## src/rtl/fsl_pkg.sv

```systemverilog
package fsl_pkg;
    localparam int DATA_W = 16;
    localparam int ADDR_W = 3;

    localparam logic [ADDR_W-1:0] A_RX_FLAGS = 3'd0;
    localparam logic [ADDR_W-1:0] A_RX_EN    = 3'd1;
    localparam logic [ADDR_W-1:0] A_GMASK    = 3'd2;
    localparam logic [ADDR_W-1:0] A_TX_SHAD  = 3'd3;

    typedef enum logic {
        RX_QUIET = 1'b0,
        RX_HELD  = 1'b1
    } rx_state_e;
endpackage

```

## src/rtl/fsl_rx_flags.sv

```systemverilog
module fsl_rx_flags
    import fsl_pkg::*;
#(
    parameter int NUM_EVT = 8
) (
    input  logic               clk,
    input  logic               rst_n,
    input  logic               frame_start,
    input  logic [NUM_EVT-1:0] event_in,
    output logic [NUM_EVT-1:0] flags
);
    rx_state_e          state_q, state_d;
    logic [NUM_EVT-1:0] flags_q, flags_d;
    logic               any_evt;

    assign any_evt = |event_in;

    // State register and flag storage
    always_ff @(posedge clk or negedge rst_n) begin
        if (!rst_n) begin
            state_q <= RX_QUIET;
            flags_q <= '0;
        end else begin
            state_q <= state_d;
            flags_q <= flags_d;
        end
    end

    // Next state and flag update
    always_comb begin
        state_d = state_q;
        flags_d = flags_q;
        unique case (state_q)
            RX_QUIET: begin
                flags_d = event_in;
                if (any_evt) state_d = RX_HELD;
            end
            RX_HELD: begin
                if (frame_start) begin
                    flags_d = event_in;
                    if (!any_evt) state_d = RX_QUIET;
                end else begin
                    flags_d = flags_q | event_in;
                end
            end
            default: begin
                state_d = RX_QUIET;
                flags_d = '0;
            end
        endcase
    end

    assign flags = flags_q;

    p_set_r1: assert property (@(posedge clk) disable iff (!rst_n)
        1'b1 |=> ((flags_q & $past(event_in)) == $past(event_in)));

    p_sticky_r2: assert property (@(posedge clk) disable iff (!rst_n)
        !frame_start |=> ((flags_q & $past(flags_q)) == $past(flags_q)));

    p_restart_r3: assert property (@(posedge clk) disable iff (!rst_n)
        frame_start |=> (flags_q == $past(event_in)));

    p_state_match_r3: assert property (@(posedge clk) disable iff (!rst_n)
        (state_q == RX_QUIET) == (flags_q == '0));
endmodule

```

## src/rtl/fsl_tx_shadow.sv

```systemverilog
module fsl_tx_shadow
    import fsl_pkg::*;
(
    input  logic              clk,
    input  logic              rst_n,
    input  logic              done,
    input  logic [DATA_W-1:0] live,
    output logic [DATA_W-1:0] shadow
);
    logic [DATA_W-1:0] shadow_q;

    always_ff @(posedge clk or negedge rst_n) begin
        if (!rst_n)    shadow_q <= '0;
        else if (done) shadow_q <= live;
    end

    assign shadow = shadow_q;

    p_load_r5: assert property (@(posedge clk) disable iff (!rst_n)
        done |=> (shadow_q == $past(live)));

    p_hold_r6: assert property (@(posedge clk) disable iff (!rst_n)
        !done |=> $stable(shadow_q));
endmodule

```

## src/rtl/fsl_regbank.sv

```systemverilog
module fsl_regbank
    import fsl_pkg::*;
#(
    parameter int NUM_EVT = 8
) (
    input  logic               clk,
    input  logic               rst_n,
    input  logic               wr,
    input  logic [ADDR_W-1:0]  addr,
    input  logic [DATA_W-1:0]  wdata,
    input  logic [NUM_EVT-1:0] flags,
    input  logic [DATA_W-1:0]  tx_shadow,
    output logic [NUM_EVT-1:0] enable,
    output logic [DATA_W-1:0]  gmask,
    output logic [DATA_W-1:0]  rdata
);
    logic [NUM_EVT-1:0] en_q;
    logic [DATA_W-1:0]  mask_q;

    always_ff @(posedge clk or negedge rst_n) begin
        if (!rst_n) begin
            en_q   <= '0;
            mask_q <= '0;
        end else if (wr) begin
            if (addr == A_RX_EN) en_q   <= wdata[NUM_EVT-1:0];
            if (addr == A_GMASK) mask_q <= wdata;
        end
    end

    always_comb begin
        rdata = '0;
        case (addr)
            A_RX_FLAGS: rdata[NUM_EVT-1:0] = flags;
            A_RX_EN:    rdata[NUM_EVT-1:0] = en_q;
            A_GMASK:    rdata = mask_q;
            A_TX_SHAD:  rdata = tx_shadow;
            default:    rdata = '0;
        endcase
    end

    assign enable = en_q;
    assign gmask  = mask_q;

    p_ro_nowrite_r8: assert property (@(posedge clk) disable iff (!rst_n)
        (wr && (addr == A_RX_FLAGS || addr == A_TX_SHAD)) |=> ($stable(en_q) && $stable(mask_q)));

    p_rw_write_r7: assert property (@(posedge clk) disable iff (!rst_n)
        (wr && addr == A_GMASK) |=> (mask_q == $past(wdata)));
endmodule

```

## src/rtl/fsl_status_latch.sv

```systemverilog
module fsl_status_latch
    import fsl_pkg::*;
#(
    parameter int NUM_EVT  = 8,
    parameter int MASK_BIT = 13
) (
    input  logic               clk,
    input  logic               rst_n,
    input  logic               rx_frame_start,
    input  logic [NUM_EVT-1:0] rx_event,
    input  logic               tx_done,
    input  logic [15:0]        tx_status_live,
    input  logic               reg_wr,
    input  logic [2:0]         reg_addr,
    input  logic [15:0]        reg_wdata,
    output logic [15:0]        reg_rdata,
    output logic               irq_rx
);
    logic [NUM_EVT-1:0] flags;
    logic [NUM_EVT-1:0] enable;
    logic [DATA_W-1:0]  gmask;
    logic [DATA_W-1:0]  shadow;

    fsl_rx_flags #(.NUM_EVT(NUM_EVT)) u_rx (
        .clk        (clk),
        .rst_n      (rst_n),
        .frame_start(rx_frame_start),
        .event_in   (rx_event),
        .flags      (flags)
    );

    fsl_tx_shadow u_tx (
        .clk   (clk),
        .rst_n (rst_n),
        .done  (tx_done),
        .live  (tx_status_live),
        .shadow(shadow)
    );

    fsl_regbank #(.NUM_EVT(NUM_EVT)) u_regs (
        .clk      (clk),
        .rst_n    (rst_n),
        .wr       (reg_wr),
        .addr     (reg_addr),
        .wdata    (reg_wdata),
        .flags    (flags),
        .tx_shadow(shadow),
        .enable   (enable),
        .gmask    (gmask),
        .rdata    (reg_rdata)
    );

    assign irq_rx = (|(flags & enable)) & ~gmask[MASK_BIT];

    p_irq_masked_r4: assert property (@(posedge clk) disable iff (!rst_n)
        gmask[MASK_BIT] |-> !irq_rx);

    p_irq_noflag_r4: assert property (@(posedge clk) disable iff (!rst_n)
        (flags == '0) |-> !irq_rx);

    always_comb begin
        if (!rst_n) p_reset_quiet_r9: assert (!irq_rx || $isunknown(irq_rx));
    end
endmodule

```

## config.mk

```make
export PLATFORM = sky130hd
export DESIGN_NAME = fsl_status_latch
export DESIGN_NICKNAME = d
export VERILOG_FILES = /design/src/rtl/fsl_pkg.sv /design/src/rtl/fsl_rx_flags.sv /design/src/rtl/fsl_tx_shadow.sv /design/src/rtl/fsl_regbank.sv /design/src/rtl/fsl_status_latch.sv
export SDC_FILE = /design/constraint.sdc
export NUM_CORES = 1
export LEC_CHECK = 0
export ABC_AREA = 1
export BUFFER_PORTS_ARGS = -buffer_cell sky130_fd_sc_hd__buf_2
export CORE_MARGIN = 5
export CORE_UTILIZATION = 35
export CTS_CLUSTER_DIAMETER = 30
export DETAILED_ROUTE_END_ITERATION = 8
export MAX_ROUTING_LAYER = met4
export PLACE_DENSITY = 0.66
export SLEW_MARGIN = 20
export SYNTH_ARGS = -nofsm -noshare
export SYNTH_HDL_FRONTEND = slang
export SYNTH_SLANG_ARGS = --single-unit
```

## constraint.sdc

```tcl
create_clock -name clk -period 1.4 [get_ports clk]
set_input_delay 0.28 -clock clk [delete_from_list [all_inputs] [get_ports clk]]
set_output_delay 0.28 -clock clk [all_outputs]
set_load 0.03 [all_outputs]
```

* After elaboration in Yosys (flattened, before gate mapping)
Index checks and enable logic that the tools add are counted.
** Storage, ports and cells
- Register bits after elaboration :: 49
- Output and inout port bits :: 17
- Word-level logic and storage cells :: 25
- Input bits :: 48
** Operators by class
- Multiplexer cells :: 7
- Equal/unequal tests :: 3
- Reduce and logical (&&, ||, !) cells :: 5
- Bitwise operators :: 5
** Operators by type and width (count)
- $pmux 8 s2 :: 2
- $pmux 8 s4 :: 1
- $reduce_or 8->1 :: 2
- $and 8x8->8 :: 1
- $mux 8 :: 1
- $or 8x8->8 :: 1
- $eq 3x2->1 const B :: 2
- $reduce_and 2->1 :: 2
- $eq 3x1->1 const B :: 1
- $logic_not 3->1 :: 1
- $mux 1 :: 2
- $not 1->1 :: 2
- $pmux 1 s2 :: 1
- $and 1x1->1 :: 1

* Depth between registers and ports, before layout
Gate-level depths: netlist of the first run.
- Depth in word-level cells :: 4
- Gate-level depth with buffers :: 7
- Mapped depth without buffers :: 5

* Modules after synthesis
A second synthesis of the first run with hierarchy kept.
** Second synthesis, totals
- Cells, all modules :: 332
- Area total of the unflattened synthesis :: 2538.7 sq um
** Modules (own cells, without submodules)
- fsl_regbank :: area an instance 1497.7 sq um, cells each 219, instances 1, seq. area each 600.6 sq um
- fsl_tx_shadow :: area an instance 644.4 sq um, cells each 68, instances 1, seq. area each 400.4 sq um
- fsl_rx_flags :: area an instance 339.1 sq um, cells each 30, instances 1, seq. area each 225.2 sq um
- fsl_status_latch :: area an instance 57.6 sq um, cells each 15, instances 1, seq. area each 0.0 sq um

* Worst setup path after synthesis of the first run
OpenSTA, ideal clock, no wires.
- Path type :: input to output
- From :: input port reg_addr[0]
- To :: output port reg_rdata[10]
- Data arrival time :: 1.268 ns
- Path buffers :: 2
- Stages on the path :: 5
- Slack :: -0.148 ns
- Data required time :: 1.120 ns
- Cell sequence :: buf_6 -> inv_6 -> nand3_4 -> buf_2 -> o22ai_1
** Between the ends
- Cells in the longest elaborated chain, start to end :: 2
- Elaborated cells between the ends (all ways) :: 3
- Those cells by class :: 2 x eq/ne; 1 x mux
** RTL lines
- from (decl) :: line fsl_status_latch.sv:14 : input logic [2:0] reg_addr,
- $eq 3x2->1 :: line fsl_regbank.sv:32 : case (addr)
- $pmux 8 s2 (*) :: line fsl_regbank.sv:32
- to (decl) :: line fsl_status_latch.sv:16 : output logic [15:0] reg_rdata,
Mark *: on every way between the ends. The rest lies on a longest branch, timed or not.

* Worst setup path after layout of the first run
- From :: register u_regs.en_q[5], in the netlist u_regs.enable[5]
- To :: output port irq_rx
** Between the ends
- Cells in the longest elaborated chain, start to end :: 3
** RTL lines
- from (decl) :: line fsl_regbank.sv:17 : logic [NUM_EVT-1:0] en_q;
- from (signal assigned) :: line fsl_regbank.sv:25 : if (addr == A_RX_EN) en_q <= wdata[NUM_EVT-1:0];
- $and 8x8->8 :: line fsl_status_latch.sv:53 : assign irq_rx = (|(flags & enable)) & ~gmask[MASK_BIT];
- $reduce_or 8->1 :: line fsl_status_latch.sv:53
- $and 1x1->1 :: line fsl_status_latch.sv:53
- to (decl) :: line fsl_status_latch.sv:17 : output logic irq_rx
No other way between the ends.

==> results, run 1 <==
- Relative to the synthesized area, the layout overhead comes to 36.9%.
- The number of stages on the worst hold path is 2.
- For this design, the sink count on the clock tree is 49.
- The worst min-delay path endpoint is u_rx.flags[0].
- The average detailed-routed wire length per instance is 14.2 um.
- The number of top-level pins is between 60 and 70.
- The clock tree skew after final layout is 0.000633 ns.
- The average footprint of a synthesized cell is 8.97 um^2.
- In this run the worst path has a maximum fanout of 3.
- The worst hold path begins at rx_event[0].
- The die covers roughly 8500 um^2.
- The number of failing hold endpoints at the final stage is 0.
- The count of state elements after synthesis is 49.
- After routing the design area is 3230 um^2.
- The final reports fail on negative setup slack.
- The worst ir drop on vdd is between 500 and 600 uV.
- In this run the core area contains 30 standard-cell rows.
- Across all layers, the routed design uses 2135 vias.
- The destination of the worst register-to-register timing path is u_rx.flags[5].
- Dividing total power by cell area gives a power density of between 1000 and 1500 nW/um^2.
- The critical path startpoint category is a flip-flop.
- The die span in y is 92.1 um.
- The placed instances occupy a cell area of 2900 um^2.
- The overall die width is 92.1 um.
- The part of the Yosys area used for sequential elements is 52.0%.
- The register clock-pin slew on the reported worst setup and hold paths is 0.09 ns.
- The number of cells on the worst reg-to-reg path is 4.
- In the global route stage, overall resource usage came out at between 15 and 20%.
- The net switching power of the design is approximately 0.0011 W.
- For the pin with the worst max-slew slack, the measured transition is 0.503 ns.
- At the worst endpoint, the required time is 1.12 ns.
- Port buffering added 64 buffers.
- Based on the critical path, the design can be clocked at up to 667 MHz.
- The number of nets handed over by synthesis was just over 300.
- The part of the total power dissipated in combinational logic is 24.8%.
- After layout, the worst setup slack is -0.0995 ns.
- The clock network is responsible for 25.8% of the overall power.
- In this run the number of H-tree levels came out at 2.
- The flow ran to the end, but the final reports show violations.
- The count of pins over their slew limit is 0.
- The final hold slack is roughly 0.16 ns.
- CTS placed an instance of sky130_fd_sc_hd__clkbuf_8 at the clock tree root.
- Entering global routing, the biggest net connects 25 pins.
- The proportion of total power due to net switching is about a third.
- The HPWL after detailed placement is 4.74 mm.
- The TritonCTS buffer count is 5.
- Dividing the final minimum period by the clock period gives 107%.
- The reg-to-reg critical path startpoint is u_rx.state_q.
- The first global-routing pass estimated 10.0 mm of wire.
- The core region is about 6700 um^2.
- The count of nets left with antenna violations once routing finished came out at 0.
- The min-delay analysis places its worst path in the category primary input to flip-flop.
- Adding up every negative setup slack in the final design gives -0.258 ns.
- The type of element capturing the critical path is a primary output.
- The total standard cell area after synthesis is 2360 um^2.
- The first-pass iteration count of the detailed router is 4.
- Counting along the longest clock path gives a buffer depth of 2.
- In this run, the number of DRC markers left after iteration 0 of detailed routing was 80.
- The via count of the first global-routing pass came to around 2000.
- In the final layout, the share of cells above drive strength 1 is between 30 and 40%.
- The leakage power figure is 1.60 nW.
- The via density per instance is 4.99.
- The layout has 648 filler cells.
- The part of the total power dissipated in sequential elements is 49.4%.
- Setup violations remaining at the end of the flow were counted as 5.
- For this run, design rule violations remaining after detail routing come to 0.
- The global route total overflow is 0.
- TritonCTS built the clock tree.
- The worst slack at placement is -0.0678 ns.
- The final critical path time including I/O delays and setup is 1.50 ns.
- Setup repair after global routing could not meet its margin everywhere.
- The count of distinct cell types in the synthesized netlist is 25.
- The number of max-cap violations is 0.
- The later pin in the worst-skew pair is clocked with a latency of just over 0.3 ns.
- The number of antenna diodes in the final layout is 0.
- The initial antenna violation count came to 0.
- The initial cell density of the core is 35.3%.
- The type of the worst setup path is flip-flop to primary output.
- The flop-to-flop setup slack is 0.34 ns.
- At the worst endpoint, the arrival time is 1.22 ns.
- The total wirelength of the detailed-routed design is just over 6 mm.
- The utilization after layout is 48.3%.
- After the last flow step, the layout net total stands at 395.
- Headroom to the max-slew limit came out at 66.3%.
- The internal power component is 0.00237 W.
- The final RePlAce weighted congestion is 0.864.
- The synthesized netlist cell count is 263.
- The Yosys step of the flow raised 0 warnings.
logic make-up (layout without fill, tap and decap cells):
logic type,count (synthesis),after routing,share of synthesized area [%]
flops,49,49,52.0
simple gates,124,124,25.9
buf+inv,38,123,7.90
mux,8,8,3.82
compound gates,44,44,10.4
power groups by stage:
stage | logic [W] | clock network, W | registers, W
after global placement | 0.000725 | 0 | 0.00175
after global routing | 0.000956 | 0.000996 | 0.00175
after floorplan | 0.000456 | 0 | 0.00170
final | 0.000869 | 0.000903 | 0.00173
after CTS | 0.000835 | 0.000932 | 0.00173
after detailed placement | 0.000736 | 0 | 0.00175
synthesized netlist by cell type:
master | instances | area share [%]
sky130_fd_sc_hd__buf_6 | 4 | 1.9
sky130_fd_sc_hd__inv_1 | 22 | 3.5
sky130_fd_sc_hd__nor3_1 | 1 | 0.21
sky130_fd_sc_hd__nand4_1 | 25 | 6.6
sky130_fd_sc_hd__nand3_1 | 17 | 3.6
sky130_fd_sc_hd__a21o_1 | 3 | 0.95
sky130_fd_sc_hd__o21ai_2 | 2 | 0.74
sky130_fd_sc_hd__clkbuf_1 | 3 | 0.48
sky130_fd_sc_hd__a21oi_1 | 1 | 0.21
sky130_fd_sc_hd__buf_1 | 2 | 0.32
sky130_fd_sc_hd__mux2_2 | 8 | 3.8
sky130_fd_sc_hd__o21ai_0 | 23 | 4.9
sky130_fd_sc_hd__dfrtp_1 | 49 | 52
sky130_fd_sc_hd__nor2_4 | 1 | 0.48
sky130_fd_sc_hd__buf_4 | 1 | 0.32
sky130_fd_sc_hd__o22ai_1 | 8 | 2.1
sky130_fd_sc_hd__nor2_1 | 8 | 1.3
sky130_fd_sc_hd__nand2_4 | 1 | 0.48
sky130_fd_sc_hd__buf_2 | 4 | 0.85
sky130_fd_sc_hd__inv_2 | 1 | 0.16
sky130_fd_sc_hd__o21ai_1 | 7 | 1.5
sky130_fd_sc_hd__nand2_1 | 68 | 11
sky130_fd_sc_hd__inv_6 | 1 | 0.37
sky130_fd_sc_hd__nand3_4 | 1 | 0.74
sky130_fd_sc_hd__nor2_8 | 2 | 1.7
metal layers:
metal	routed length (um)	GRT usage (%)	up-vias	share of wire (%)
met5	0	-	-	0
met1	2990	22.4	1028	49
met4	82	4.83	0	1.3
met2	2800	21.7	47	46
li1	-	-	1053	-
met3	220	2.38	7	3.6
state kept, by name (all words and copies together) (netlist names):
signal,count
u_regs.gmask,16
u_tx.shadow,16
u_regs.enable,8
u_rx.flags,8
u_rx.state_q,1
area by class of cell:
cell class                 instances  area [um^2]  area share (%)
inverter                          24          100            3.10
sequential                        49         1230            38.0
timing repair buffer              91          706            21.9
clock inverter                     3         28.8           0.891
tap                               80          100            3.10
clock buffer                       5         68.8            2.13
multi-input combinational        176         1000            31.0
worst max-delay path, cell delays in order (launching register included):
cell and delay, ns:
sky130_fd_sc_hd__dfrtp_1 0.40, sky130_fd_sc_hd__nand2_1 0.06, sky130_fd_sc_hd__nand2_1 0.08, sky130_fd_sc_hd__nor2_2 0.05, sky130_fd_sc_hd__a21oi_2 0.16, sky130_fd_sc_hd__buf_6 0.15
cells in the final DEF, fill, tap and decap left out, types with 7 or more instances in the layout:
cell                      netlist  final
sky130_fd_sc_hd__buf_4          1     21
sky130_fd_sc_hd__buf_2          4     46
sky130_fd_sc_hd__mux2_2         8      8
sky130_fd_sc_hd__dfrtp_1       49     49
sky130_fd_sc_hd__nand4_1       25     25
sky130_fd_sc_hd__o21ai_0       23     23
sky130_fd_sc_hd__nand2_1       68     68
sky130_fd_sc_hd__buf_6          4     16
sky130_fd_sc_hd__o21ai_1        7      7
sky130_fd_sc_hd__nand3_1       17     12
sky130_fd_sc_hd__inv_1         22     21
metrics by stage:
step                      total power (W)  instances
after floorplan                   0.00216        263
after global placement            0.00248        411
after detailed placement          0.00249        411
after CTS                         0.00349        427
after global routing              0.00370        428
final                             0.00351        428
repair_timing:
| action | CTS | global route |
|---|---|---|
| endpoints found under the hold margin | 16 | 0 |
| pin swaps | 22 | 14 |
| gates resized for setup | 36 | 13 |
| buffers inserted | 7 | 1 |
| hold buffers | 1 | 0 |
| setup endpoints to repair | 17 | 17 |
worst max path at each step:
stage	from	to	slack, ns	cells after the start
2_1_floorplan	reg_addr[0]	reg_rdata[10]	-0.15	5
3_3_place_gp	reg_addr[2]	reg_rdata[11]	-0.05	6
3_5_place_dp	reg_addr[2]	reg_rdata[13]	-0.07	6
4_1_cts	u_regs.enable[6]	irq_rx	-0.15	5
5_1_grt	u_rx.flags[0]	irq_rx	-0.18	5
6_report	u_regs.enable[5]	irq_rx	-0.1	5
(Power assumes the default switching activity.)
==> run 2: changes to the inputs <==
- RECOVER_POWER: unset -> 25
- SYNTH_HIERARCHICAL: unset -> 1
==> run 2 against run 1 <==
The run still ends with negative setup slack left. Fmax is 0.21% lower. Flip-flop and latch count stayed put. Utilization is 0.44 points higher. Clock power is 17% higher. Combinational power hardly changed.
==> results, run 2 <==
- Of all flip-flops after synthesis, the portion carrying an async set or reset was 100%.
- The final critical-path setup slack is -0.103 ns.
- The cell accounting for the most synthesized area is sky130_fd_sc_hd__dfrtp_1.
- In the final layout, the share of cells above drive strength 1 is 33.5%.
- The type of the worst setup path is flip-flop to primary output.
- Global routing consumed, over all layers together, 15.2% of the routing resources.
- Traced cell by cell, the critical path runs through nand2_1 -> nand2_1 -> nor2_2 -> a21oi_2 -> buf_6.
- The leakage power figure is 1.91 nW.
- The total area inside the core boundary comes to 7180 um^2.
- The clock tree skew after final layout is 0.00831 ns.
- The synthesized netlist cell count is 332.
- The overall die width is 95.2 um.
- The library cell used most frequently in the layout, excluding fill and tap cells, is sky130_fd_sc_hd__nand2_1.
- The worst path required time is ~1.1 ns.
- The number of warnings reported in the yosys synthesis log is 6.
- The total number of clock tree sinks is 49.
- The via count of the first global-routing pass is 2110.
- The cell area that synthesis handed to floorplanning was 2540 um^2.
- From synthesis to final layout, the design area changed by 37.9%.
- The die span in y is 95.2 um.
- The worst setup path is launched from a flip-flop.
- The total via count after detailed routing is 2369.
- When the netlist entered floorplanning its net count stood at 380.
- The average footprint of a synthesized cell is roughly 7.6 um^2.
- The checks that failed: negative setup slack.
- The cell row count is 31.
- The initial cell density of the core is 35.4%.
- The utilization after layout is 48.8%.
- The count of placed standard cells in the final layout, fillers left out is around 520.
- Setup repair after global routing could not meet its margin everywhere.
- The global route total overflow is 0.
- The die covers 9060 um^2.
- The initial antenna violation count was 0.
- The number of placed cells counting well taps is 496.
- The part of the Yosys area used for sequential elements is between 40 and 50%.
- After legalization and detailed placement, the total HPWL measured around 4.8 mm.
- The number of buffers added on ports is 64.
- Summed over all layers, the routed wires come to 7.13 mm.
- For this run, the leading register cell type out of synthesis is sky130_fd_sc_hd__dfrtp_1.
- The TritonCTS clock tree is done.
- Counting stages on the worst path, the most repeated cell is sky130_fd_sc_hd__nand2_1.
- The via density per instance is 4.53.
- At the pin with the least slew margin, the transition time is 0.840 ns.
- The final RePlAce weighted congestion is 0.847.
- The top cell types in the final layout, fill and taps aside, are sky130_fd_sc_hd__nand2_1 (136), sky130_fd_sc_hd__dfrtp_1 (49), sky130_fd_sc_hd__buf_2 (45).
- The maximum number of pins on one net before global-route repair is 50.
- Of all nets on the critical path, the largest fanout is 3.
- Across the run, the number of max-cap violations was 0.
- The remaining antenna violation count after routing is 0.
- After clock tree synthesis, the clock-pin slew on the worst setup and hold paths is 0.09 ns.
- Setup violations remaining at the end of the flow were counted as 11.
- Based on the critical path, the design can be clocked at up to 665 MHz.
- The library cell contributing the largest single delay on the critical path is sky130_fd_sc_hd__dfrtp_1.
- In this run the biggest area consumer among cell types represents around 48% of the synthesized area.
- The number of failing hold endpoints at the final stage is 0.
- In the routed design, unresolved DRC markers number 0.
- The layout net count is around 470.
- The count of pins over their slew limit is 0.
- With fillers left out, the area of the finished cells amounts to about 3500 um^2.
- The count of state elements after synthesis is 49.
- The H-tree was split into 2 levels.
- In the post-synthesis netlist, the cell with the most instances is sky130_fd_sc_hd__nand2_1.
- After synthesis, the most frequently instantiated cells are sky130_fd_sc_hd__nand2_1 (140), sky130_fd_sc_hd__dfrtp_1 (49), sky130_fd_sc_hd__inv_1 (35), sky130_fd_sc_hd__nand3_1 (33), sky130_fd_sc_hd__nor2_1 (31).
- The initial DRC count is approximately 140.
- The total power is 0.00366 W.
- Counting distinct cell types in the post-synthesis netlist gives 22.
- The number of top-level pins is between 60 and 70.
- Dividing the detail-routed wire length by the instance count gives 13.6 um.
- The number of flops mapped to enable cells by yosys is 0.
- The cell area reported after detailed placement is 3000 um^2.
- The largest single stage delay on the critical path is 0.40 ns.
- The antenna diode count is 0.
- Data arrives at the worst endpoint at between 1 and 1.5 ns.
- The run finished, with violations left.
- The clock passes through at most 2 buffers.
- The final critical path time including I/O delays and setup is 1.50 ns.
- The worst ir drop on vdd is 533 uV.
- The master cell of the clock root buffer is sky130_fd_sc_hd__clkbuf_8.
- The first global-routing pass estimated between 10 and 15 mm of wire.
- Sorting the synthesized cells by area gives the leading types as sky130_fd_sc_hd__dfrtp_1 (48%), sky130_fd_sc_hd__nand2_1 (21%), sky130_fd_sc_hd__nand3_1 (6.5%), sky130_fd_sc_hd__inv_1 (5.2%), sky130_fd_sc_hd__nor2_1 (4.6%).
- In this run, CTS created clock tree buffers numbering 5.
- In this run the worst hold path is classified as primary input to flip-flop.
- For this design the ratio of total power to cell area is 1050 nW/um^2.
- In this run the tightest slew margin relative to its limit is 44.0%.
- The setup TNS is -0.493 ns.
- The first-pass iteration count of the detailed router is 4.
- After layout, the worst path uses 107% of the clock period.
- The clock insertion delay at the later pin of the skew report is 0.30 ns.
- The worst setup path is captured at a primary output.
[run 2: cell type report]
type | count | area, um^2
flip-flops and latches | 49 | 1230
clock buffers | 6 | 82.6
fillers | 705 | 3680
multi-input cells | 235 | 1140
well taps | 99 | 124
inverters | 39 | 161
repair buffers | 93 | 724
clock inverters | 2 | 37.5
[run 2: cell families (layout without fill, tap and decap cells)]
group,count (synthesis),after routing,synth area share [%]
and+or+nand+nor,218,220,37.7
DFF,49,49,48.3
AOI/OAI and AO/OA,15,15,3.55
buffers and inverters,50,140,10.4
[run 2: critical path, delay by kind of cell, from the launching register on]
kind	cells	cell delay, ns
AO/OA/AOI/OAI	1	0.17
AND/OR/NAND/NOR	3	0.20
buffers and inverters	1	0.15
flip-flops	1	0.40
[run 2: path summary, 6_finish.rpt]
kind,start,end,slack [ns],cells after the start
worst max register to register,u_rx/flags[4],u_rx/flags[4],0.58,2
max in group asynchronous,rst_n,u_regs/enable[0],0.30,3
min in group asynchronous,rst_n,u_regs/gmask[8],0.65,3
worst max-delay path,u_rx/flags[2],irq_rx,-0.10,5
worst min register to register,u_tx/shadow[15],u_tx/shadow[15],0.48,2
worst min-delay path,rx_event[3],u_rx/flags[3],0.17,2
[run 2: what timing repair did]
| item | CTS | global route |
|---|---|---|
| resized for setup | 24 | 49 |
| pin swaps | 15 | 20 |
| hold buffers | 1 | 0 |
| setup buffers | 6 | 8 |
| hold endpoints to repair | 49 | 0 |
| gates cloned | 1 | 3 |
| setup endpoints to repair | 14 | 17 |
[run 2: through the flow]
stage	setup slack (ns)	hold slack [ns]
6_report	-0.103	0.165
5_1_grt	-0.197	0.158
3_3_place_gp	-0.0116	0.287
2_1_floorplan	0.0264	-0.0156
3_5_place_dp	-0.0491	0.292
4_1_cts	-0.0819	0.160
[run 2: routing by layer]
layer / up-vias / wire, um / track usage (%)
met4: 0 / 56 / 3.25
met3: 4 / 380 / 3.31
met2: 58 / 3620 / 25.2
met5: - / 0 / -
li1: 1190 / - / -
met1: 1117 / 3070 / 19.2
[run 2: where the power goes]
part           total, W  switching, W  internal (W)  leakage, nW
sequential      0.00173      0.000131       0.00160        0.592
combinational  0.000872      0.000492      0.000380         1.26
clock           0.00106      0.000478      0.000581       0.0574
total           0.00366       0.00110       0.00256         1.91
